--- src/rtl/rstk_pkg.sv ---
package rstk_pkg;

  typedef enum logic [1:0] {
    ST_IDLE = 2'd0,
    ST_PUSH = 2'd1,
    ST_POP  = 2'd2
  } stk_op_e;

  function automatic int unsigned ptr_w(input int unsigned d);
    return (d > 1) ? $clog2(d) : 1;
  endfunction

endpackage

--- src/rtl/rstk_ram.sv ---
module rstk_ram #(
  parameter int unsigned DEPTH = 16,
  parameter int unsigned AW    = 4,
  parameter int unsigned DW    = 13
) (
  input  logic          clk,
  input  logic          rst,
  input  logic          we_i,
  input  logic [AW-1:0] waddr_i,
  input  logic [DW-1:0] wdata_i,
  input  logic          re_i,
  input  logic [AW-1:0] raddr_i,
  output logic [DW-1:0] rdata_o
);

  logic [DW-1:0] mem [DEPTH];

  always_ff @(posedge clk) begin
    if (we_i) mem[waddr_i] <= wdata_i;
  end

  always_ff @(posedge clk) begin
    if (rst)       rdata_o <= '0;
    else if (re_i) rdata_o <= mem[raddr_i];
  end

endmodule

--- src/rtl/rstk_ctrl.sv ---
module rstk_ctrl
  import rstk_pkg::*;
#(
  parameter int unsigned DEPTH = 16,
  parameter int unsigned PW    = 4,
  parameter int unsigned LW    = 5
) (
  input  logic          clk,
  input  logic          rst,
  input  logic          push_i,
  input  logic          pop_i,
  output logic          wr_en_o,
  output logic [PW-1:0] wr_addr_o,
  output logic          rd_en_o,
  output logic [PW-1:0] rd_addr_o,
  output logic          full_o,
  output logic          ovf_o,
  output logic          udf_o
);

  localparam logic [LW-1:0] LVL_MAX = LW'(DEPTH);
  localparam logic [PW-1:0] SP_TOP  = PW'(DEPTH - 1);

  stk_op_e       op;
  logic [PW-1:0] sp_q, sp_inc, sp_dec, sp_n;
  logic [LW-1:0] lvl_q, lvl_n;
  logic          ovf_n, udf_n;

  always_comb begin
    if (pop_i)       op = ST_POP;
    else if (push_i) op = ST_PUSH;
    else             op = ST_IDLE;
  end

  assign sp_inc = (sp_q == SP_TOP) ? '0 : sp_q + 1'b1;
  assign sp_dec = (sp_q == '0) ? SP_TOP : sp_q - 1'b1;

  assign wr_en_o   = (op == ST_PUSH);
  assign wr_addr_o = sp_q;
  assign rd_en_o   = (op == ST_POP);
  assign rd_addr_o = (lvl_q == '0) ? sp_q : sp_dec;

  always_comb begin
    sp_n  = sp_q;
    lvl_n = lvl_q;
    ovf_n = ovf_o;
    udf_n = udf_o;
    case (op)
      ST_PUSH: begin
        sp_n = sp_inc;
        if (lvl_q == LVL_MAX) ovf_n = 1'b1;
        else                  lvl_n = lvl_q + 1'b1;
      end
      ST_POP: begin
        if (lvl_q == '0) udf_n = 1'b1;
        else begin
          sp_n  = sp_dec;
          lvl_n = lvl_q - 1'b1;
        end
      end
      default: ;
    endcase
  end

  always_ff @(posedge clk) begin
    if (rst) begin
      sp_q   <= '0;
      lvl_q  <= '0;
      full_o <= 1'b0;
      ovf_o  <= 1'b0;
      udf_o  <= 1'b0;
    end else begin
      sp_q   <= sp_n;
      lvl_q  <= lvl_n;
      full_o <= (lvl_n == LVL_MAX);
      ovf_o  <= ovf_n;
      udf_o  <= udf_n;
    end
  end

  assert_level_bound_R5: assert property (@(posedge clk) disable iff (rst)
    lvl_q <= LVL_MAX);
  assert_full_after_fill_R5: assert property (@(posedge clk) disable iff (rst)
    (push_i && !pop_i && lvl_q == LVL_MAX - 1'b1) |=> full_o);
  assert_ovf_sticky_R7: assert property (@(posedge clk) disable iff (rst)
    ovf_o |=> ovf_o);
  assert_udf_sticky_R8: assert property (@(posedge clk) disable iff (rst)
    udf_o |=> udf_o);
  assert_empty_pop_holds_R8: assert property (@(posedge clk) disable iff (rst)
    (pop_i && lvl_q == '0) |=> (lvl_q == '0 && udf_o && $stable(sp_q)));

endmodule

--- src/rtl/rstk_irq_gate.sv ---
module rstk_irq_gate (
  input  logic clk,
  input  logic rst,
  input  logic req_i,
  input  logic en_i,
  input  logic call_i,
  input  logic ret_i,
  input  logic full_i,
  output logic take_o,
  output logic ack_o
);

  logic pend_q;

  assign take_o = pend_q & en_i & ~full_i & ~call_i & ~ret_i;

  always_ff @(posedge clk) begin
    if (rst) begin
      pend_q <= 1'b0;
      ack_o  <= 1'b0;
    end else begin
      pend_q <= (pend_q & ~take_o) | (req_i & en_i);
      ack_o  <= take_o;
    end
  end

  assert_pending_held_full_R6: assert property (@(posedge clk) disable iff (rst)
    (pend_q && full_i) |=> pend_q);
  assert_no_spurious_ack_R4: assert property (@(posedge clk) disable iff (rst)
    (!pend_q && !(req_i && en_i)) |=> (!ack_o && !pend_q));

endmodule

--- src/rtl/pc_retstack.sv ---
module pc_retstack #(
  parameter int unsigned DEPTH = 16,
  parameter int unsigned PC_W  = 13
) (
  input  logic            clk,
  input  logic            rst,
  input  logic            call_i,
  input  logic            ret_i,
  input  logic            irq_req_i,
  input  logic            irq_en_i,
  input  logic [PC_W-1:0] pc_i,
  output logic [PC_W-1:0] ret_pc_o,
  output logic            irq_ack_o,
  output logic            full_o,
  output logic            ovf_o,
  output logic            udf_o
);

  localparam int unsigned PW = rstk_pkg::ptr_w(DEPTH);
  localparam int unsigned LW = $clog2(DEPTH + 1);

  logic          take;
  logic          wr_en, rd_en;
  logic [PW-1:0] wr_addr, rd_addr;

  rstk_irq_gate u_gate (
    .clk    (clk),
    .rst    (rst),
    .req_i  (irq_req_i),
    .en_i   (irq_en_i),
    .call_i (call_i),
    .ret_i  (ret_i),
    .full_i (full_o),
    .take_o (take),
    .ack_o  (irq_ack_o)
  );

  rstk_ctrl #(.DEPTH(DEPTH), .PW(PW), .LW(LW)) u_ctrl (
    .clk       (clk),
    .rst       (rst),
    .push_i    (call_i | take),
    .pop_i     (ret_i),
    .wr_en_o   (wr_en),
    .wr_addr_o (wr_addr),
    .rd_en_o   (rd_en),
    .rd_addr_o (rd_addr),
    .full_o    (full_o),
    .ovf_o     (ovf_o),
    .udf_o     (udf_o)
  );

  rstk_ram #(.DEPTH(DEPTH), .AW(PW), .DW(PC_W)) u_ram (
    .clk     (clk),
    .rst     (rst),
    .we_i    (wr_en),
    .waddr_i (wr_addr),
    .wdata_i (pc_i),
    .re_i    (rd_en),
    .raddr_i (rd_addr),
    .rdata_o (ret_pc_o)
  );

  assert_ack_not_full_R6: assert property (@(posedge clk) disable iff (rst)
    irq_ack_o |-> $past(!full_o));
  assert_call_wins_R9: assert property (@(posedge clk) disable iff (rst)
    call_i |=> !irq_ack_o);

endmodule

--- config.mk ---
export PLATFORM = sky130hd
export DESIGN_NAME = pc_retstack
export DESIGN_NICKNAME = d
export VERILOG_FILES = /design/src/rtl/rstk_pkg.sv /design/src/rtl/rstk_ram.sv /design/src/rtl/rstk_ctrl.sv /design/src/rtl/rstk_irq_gate.sv /design/src/rtl/pc_retstack.sv
export SDC_FILE = /design/constraint.sdc
export NUM_CORES = 1
export LEC_CHECK = 0
export BUFFER_PORTS_ARGS = -buffer_cell sky130_fd_sc_hd__clkbuf_2
export CAP_MARGIN = 20
export CORE_UTILIZATION = 34
export CTS_BUF_LIST = sky130_fd_sc_hd__clkbuf_16
export DETAILED_ROUTE_END_ITERATION = 8
export MAX_ROUTING_LAYER = met4
export SLEW_MARGIN = 5
export SYNTH_ARGS = -nofsm -noshare
export SYNTH_HDL_FRONTEND = slang
export SYNTH_SLANG_ARGS = --single-unit
--- constraint.sdc ---
create_clock -name clk -period 2.5 [get_ports clk]
set_input_delay 0.5 -clock clk [delete_from_list [all_inputs] [get_ports clk]]
set_output_delay 0.5 -clock clk [all_outputs]
set_load 0.01 [all_outputs]
* Word level (Yosys, flattened, before mapping) *
Memories as Yosys holds them, arrays and structs flattened. A register that Yosys moved wholly into a read port is not among the register bits.
Index checks and enable logic that the tools add are counted.

storage, ports and cells
  flip-flop bits (word level) = 14
  RAM bits = 208
  bits of input ports = 19
  output and inout port bits = 17
  logic and storage cells = 45
  memories = 1

cells by class
  $add $sub $neg = 4
  eq/ne operators = 5
  mux-type cells = 11
  bitwise operators = 12
  reduce and logical (&&, ||, !) cells = 5

memory list
  name       depth  width  rd ports  clocked after Yosys merged registers in  write ports  RTL line        RTL
  u_ram.mem  16     13     1         1                                        1            rstk_ram.sv:16  logic [DW-1:0] mem [DEPTH];

operator list
  cell                                                                    number
  4-bit two-way mux                                                       3
  5-bit equality test (second input constant)                             2
  5-bit two-way mux                                                       2
  5-bit case mux with 2 select lines                                      1
  4-bit case mux with 2 select lines                                      1
  1-bit AND                                                               6
  5-bit by 1-bit adder with 5-bit output (second input constant)          1
  5-bit zero test                                                         1
  5-bit by 1-bit subtractor with 5-bit output (second input constant)     1
  4-bit by 1-bit adder with 4-bit output (second input constant)          1
  4-bit equality test (second input constant)                             1
  4-bit zero test                                                         1
  1-bit inverter                                                          4
  2-bit AND reduction                                                     2
  4-bit by 1-bit subtractor with 4-bit output (second input constant)     1
  1-bit two-way mux                                                       3
  2-bit by 1-bit equality test with 1-bit output (second input constant)  1
  2-bit equality test (second input constant)                             1
  2-bit two-way mux                                                       1
  1-bit OR                                                                2
  2-bit nonzero test                                                      1

* Depth between registers and ports, before layout *
  depth after elaboration = 10
  mapped depth = 13
  mapped depth without buffers = 9

* Modules after synthesis *
From an unflattened synthesis, not the netlist that was laid out.

unflattened totals
  cells, all modules = 624
  area total of the unflattened synthesis = 9615.5 µm²

modules (own cells, without submodules)
  module         instances  cells an instance  area each (µm²)  seq. area each (µm²)
  rstk_ram       1          498                8594.5           6506.2
  rstk_ctrl      1          117                912.1            240.2
  rstk_irq_gate  1          8                  102.6            40.0
  pc_retstack    1          1                  6.3              0.0

* Worst setup path after synthesis *
OpenSTA, ideal clock, no wires.

  path type = flip-flop to flip-flop
  from = register u_ctrl.sp_q[0] (netlist: u_ctrl.wr_addr_o[0])
  to = register u_ram.rdata_o[11] (read register of u_ram.mem)
  setup time = 0.073 ns
  arrival time = 2.594 ns
  required time = 2.427 ns
  slack = -0.167 ns
  stages on the path, launching flop included = 13
  path buffers = 3
  clock period less this slack = 2.667 ns
  cell sequence = dfxtp_1 inv_1 ha_1 or3b_2 and3_1 buf_6 or2_1 buf_6 buf_6 a21oi_2 a22oi_1 a211o_1 nor3_2

on the way
  longest elaborated chain between the ends = 3
  elaborated cells between the ends (all ways) = 4
  classes of those cells = add/sub (1); mux (2); reduce/logical (1)

RTL lines
  item                                                                                   RTL line         RTL
  from (decl)                                                                            rstk_ctrl.sv:25  logic [PW-1:0] sp_q, sp_inc, sp_dec, sp_n;
  from (signal assigned)                                                                 rstk_ctrl.sv:73  sp_q <= sp_n;
  4-bit by 1-bit subtractor with 4-bit output / 4-bit zero test (equally long branches)  rstk_ctrl.sv:36  assign sp_dec = (sp_q == '0) ? SP_TOP : sp_q - 1'b1;
  4-bit two-way mux                                                                      rstk_ctrl.sv:36
  4-bit two-way mux *                                                                    -
  to (decl)                                                                              rstk_ram.sv:13   output logic [DW-1:0] rdata_o

Mark *: on every way between the ends. The rest lies on a longest branch, timed or not.
A chain may end at the register's enable or synchronous reset.

* Final worst setup path *
  from = register u_ctrl.lvl_q[1]
  to = register u_ram.rdata_o[3] (read register of u_ram.mem)

on the way
  longest elaborated chain between the ends = 2

RTL lines
  item                    RTL line         RTL
  from (decl)             rstk_ctrl.sv:26  logic [LW-1:0] lvl_q, lvl_n;
  from (signal assigned)  rstk_ctrl.sv:74  lvl_q <= lvl_n;
  5-bit zero test         rstk_ctrl.sv:41  assign rd_addr_o = (lvl_q == '0) ? sp_q : sp_dec;
  4-bit two-way mux       -

Every way passes these cells.

==> impl_metrics.env <==
export IMPL_status="finished with violations"
export IMPL_violations="negative setup slack"
export IMPL_power_density_mw_per_mm2=1340
export IMPL_setup_slack_ns=-0.0744
export IMPL_instances_no_fill=1673
export IMPL_final_cell_mix="edfxtp_1, nand2_1, buf_4, a21oi_1, mux2i_1"
export IMPL_cts_buffer_depth=3
export IMPL_maxCapViolations=0
export IMPL_dp_slack_ns=-0.140
export IMPL_critPathLaunchType="flop"
export IMPL_synth_nets=1110
export IMPL_vias=9660
export IMPL_use_met3_pct=3.17
export IMPL_crit_chain="inv_2, ha_4, or4b_4, and3_4, or2_4, buf_4, a21oi_2, a22oi_1, a211o_1, a211oi_2"
export IMPL_rsz0062_at_grt="true"
export IMPL_htreeDepth=1
export IMPL_cpPeakStageDelay_ns=0.52
export IMPL_gp_congestion=0.891
export IMPL_cts_buffers=26
export IMPL_cp_max_fo=5
export IMPL_mostFrequentLayoutCell="edfxtp_1"
export IMPL_antenna_found_initial=0
export IMPL_crit_type="reg2reg"
export IMPL_hold_start="call_i"
export IMPL_design_die_area_sq_mm=0.0360
export IMPL_worstPathRequired_ns=2.96
export IMPL_rows=68
export IMPL_final_hold_viol_count=0
export IMPL_synth_seq_area_share_pct=56.7
export IMPL_clk_latency_ns=0.54
export IMPL_drt_antenna_violating_nets=0
export IMPL_placed_cell_area_sq_mm=0.0136
export IMPL_drc=0
export IMPL_synth_top_family_by_area="compound AO/OA/AOI/OAI gates"
export IMPL_fin_area_sq_mm=0.0151
export IMPL_setup_viol=11
export IMPL_cts_sinks=235
export IMPL_netlist_cell_type_count=59
export IMPL_fin_nets=1225
export IMPL_synth_simple_area_share_pct=10.5
export IMPL_area_growth_pct=26.0
export IMPL_synth_area_sq_mm=0.0120
export IMPL_hold_buffers=0
export IMPL_tritoncts="yes"
export IMPL_r2r_start="u_ctrl.lvl_q[1]"
export IMPL_vias_per_cell=5.77
export IMPL_drive_gt1_share_pct=25.3
export IMPL_worstHoldPathCells=2
export IMPL_grt_pass1_wl_microns=56900
export IMPL_die_w_microns=190
export IMPL_post_dp_hpwl_microns=23400
export IMPL_top_usage_layer="met2"
export IMPL_met2_usage_pct=34.2
export IMPL_power_leakage_nw=5.37
export IMPL_min_period_over_period_pct=103
export IMPL_tightestPinTransition_ns=0.718
export IMPL_yosysWarnings=0
export IMPL_n_antenna_cell=0
export IMPL_path_clk_slew_ns=0.06
export IMPL_r2r_setup_slack_ns=-0.07
export IMPL_grt_max_degree=115
export IMPL_gr_usage_met1_pct=28.3
export IMPL_timing_rr_end="u_ram.rdata_o[3]"
export IMPL_syn_inst=1084
export IMPL_synth_compound_area_share_pct=22.3
export IMPL_firstDrtPassIters=5
export IMPL_ff2ff_path_depth=10
export IMPL_hold_class="in2reg"
export IMPL_synthMuxAreaShare_pct=5.31
export IMPL_dr_first_iter_drc_count=964
export IMPL_ys_seq_elements=235
export IMPL_post_route_util_pct=43.6
export IMPL_ys_async_sr_fraction_pct=0
export IMPL_synthFlopType="edfxtp_1"
export IMPL_irDropWorstVdd_mv=0.880
export IMPL_fmaxAchievable_ghz=0.388
export IMPL_cp_end_kind="flop"
export IMPL_cp_slowest_cell="or4b_4"
export IMPL_relSlewSlack_pct=52.1
export IMPL_arrival_ns=3.03
export IMPL_grt_pass1_vias=9258
export IMPL_syn_area_per_cell_sq_um=11.0
export IMPL_cts_root_buf="clkbuf_16"
export IMPL_synth_xor_area_share_pct=0.219
export IMPL_avgRoutedWirePerCell_microns=22.8
export IMPL_port_buffers=35
export IMPL_dieHeight_microns=190
export IMPL_total_power_mw=20.2
export IMPL_core_sq_mm=0.0346
export IMPL_period_needed_ns=2.57
export IMPL_setup_tns_ns=-0.273
export IMPL_grt_use_total_pct=21.5
export IMPL_dp_cells=1604
export IMPL_fin_hold_ws_ns=0.168
export IMPL_routed_wl_microns=38100
export IMPL_holdPathEnd="u_gate.ack_o"
export IMPL_io_pins=36
export IMPL_synthAdderAreaFrac_pct=0.732
export IMPL_synth_edf_count=208
export IMPL_finClkSkew_ns=0.0147
export IMPL_finalMaxSlewViolations=0
export IMPL_start_util_pct=34.6
export IMPL_grt_overflow_total=0
worst max-delay path by stage:
stage,from,to,slack (ns),depth (start not counted)
floorplan,u_ctrl.lvl_q[1],u_ram.rdata_o[11],-0.005,12
global placement,u_ctrl.wr_addr_o[1],u_ram.rdata_o[10],-0.1,12
detailed placement,u_ctrl.lvl_q[1],u_ram.rdata_o[11],-0.14,11
finish,u_ctrl.lvl_q[1],u_ram.rdata_o[3],-0.07,10
CTS,u_ctrl.lvl_q[0],u_ram.rdata_o[3],-0.003,12
global route,u_ctrl.lvl_q[1],u_ram.rdata_o[6],-0.13,10
registers in the layout, summed over array words and instances (netlist names):
name	flops
u_gate.pend_q	1
u_ctrl.full_o	1
u_ctrl.udf_o	1
u_ctrl.ovf_o	1
u_ram.mem	208
u_ctrl.lvl_q	5
u_ram.rdata_o	13
u_gate.ack_o	1
u_ctrl.wr_addr_o	4
per-layer routing:
layer	wire length, microns	vias up
li1	-	4429
met5	0	-
met4	888	0
met2	18300	350
met3	2600	58
met1	16300	4823
critical path: cells and delay by family (launching register included):
kind                       cells  cell delay [ns]
DFF                            1             0.32
and+or+nand+nor                3             1.05
buffers and inverters          2             0.27
adders and majority gates      1             0.15
AOI/OAI and AO/OA              4             0.71
Yosys cell counts (all sizes together) (5+ instances only):
cell,number,area [sq um]
and3,31,194
o22ai,45,282
dfxtp,27,541
clkbuf,77,289
nand3,7,35.0
buf,17,113
nor2b,5,31.3
a211oi,23,223
or2,11,68.8
a311o,10,100
mux2i,59,591
nand2,117,439
edfxtp,208,6250
a221o,12,120
a211o,12,105
ha,7,87.6
nor3,14,75.1
a22oi,41,308
a31oi,12,75.1
o21ai,60,300
inv,29,109
nand2b,13,81.3
nor2,42,158
o221ai,25,219
o2bb2ai,21,184
a21oi,119,633
area by class of cell:
cell class	count	area, sq um
multi-input cells	726	4930
clock inverters	20	240
clock buffers	27	676
flip-flops and latches	235	6790
inverters	29	111
well taps	455	569
fillers	3170	19500
repair buffers	181	1760
where the power goes:
part	internal, mW	total (mW)	switching, mW
registers	4.53	4.72	0.187
logic	5.15	11.4	6.25
clock network	2.56	4.11	1.55
kinds of logic (layout without fill, tap and decap cells):
family,count (synthesis),after routing
fa+ha+maj,7,7
simple gates,261,261
compound gates,394,394
xor+xnor,3,3
buf+inv,123,257
flops,235,235
mux,61,61
repair_timing:
action,CTS,global route
resized for setup,35,54
gates cloned,4,4
endpoints found under the setup margin,13,13
pin swaps,23,37
endpoints found under the hold margin,0,0
setup buffers,12,3
Note: power is estimated with default switching activity, not from simulation.
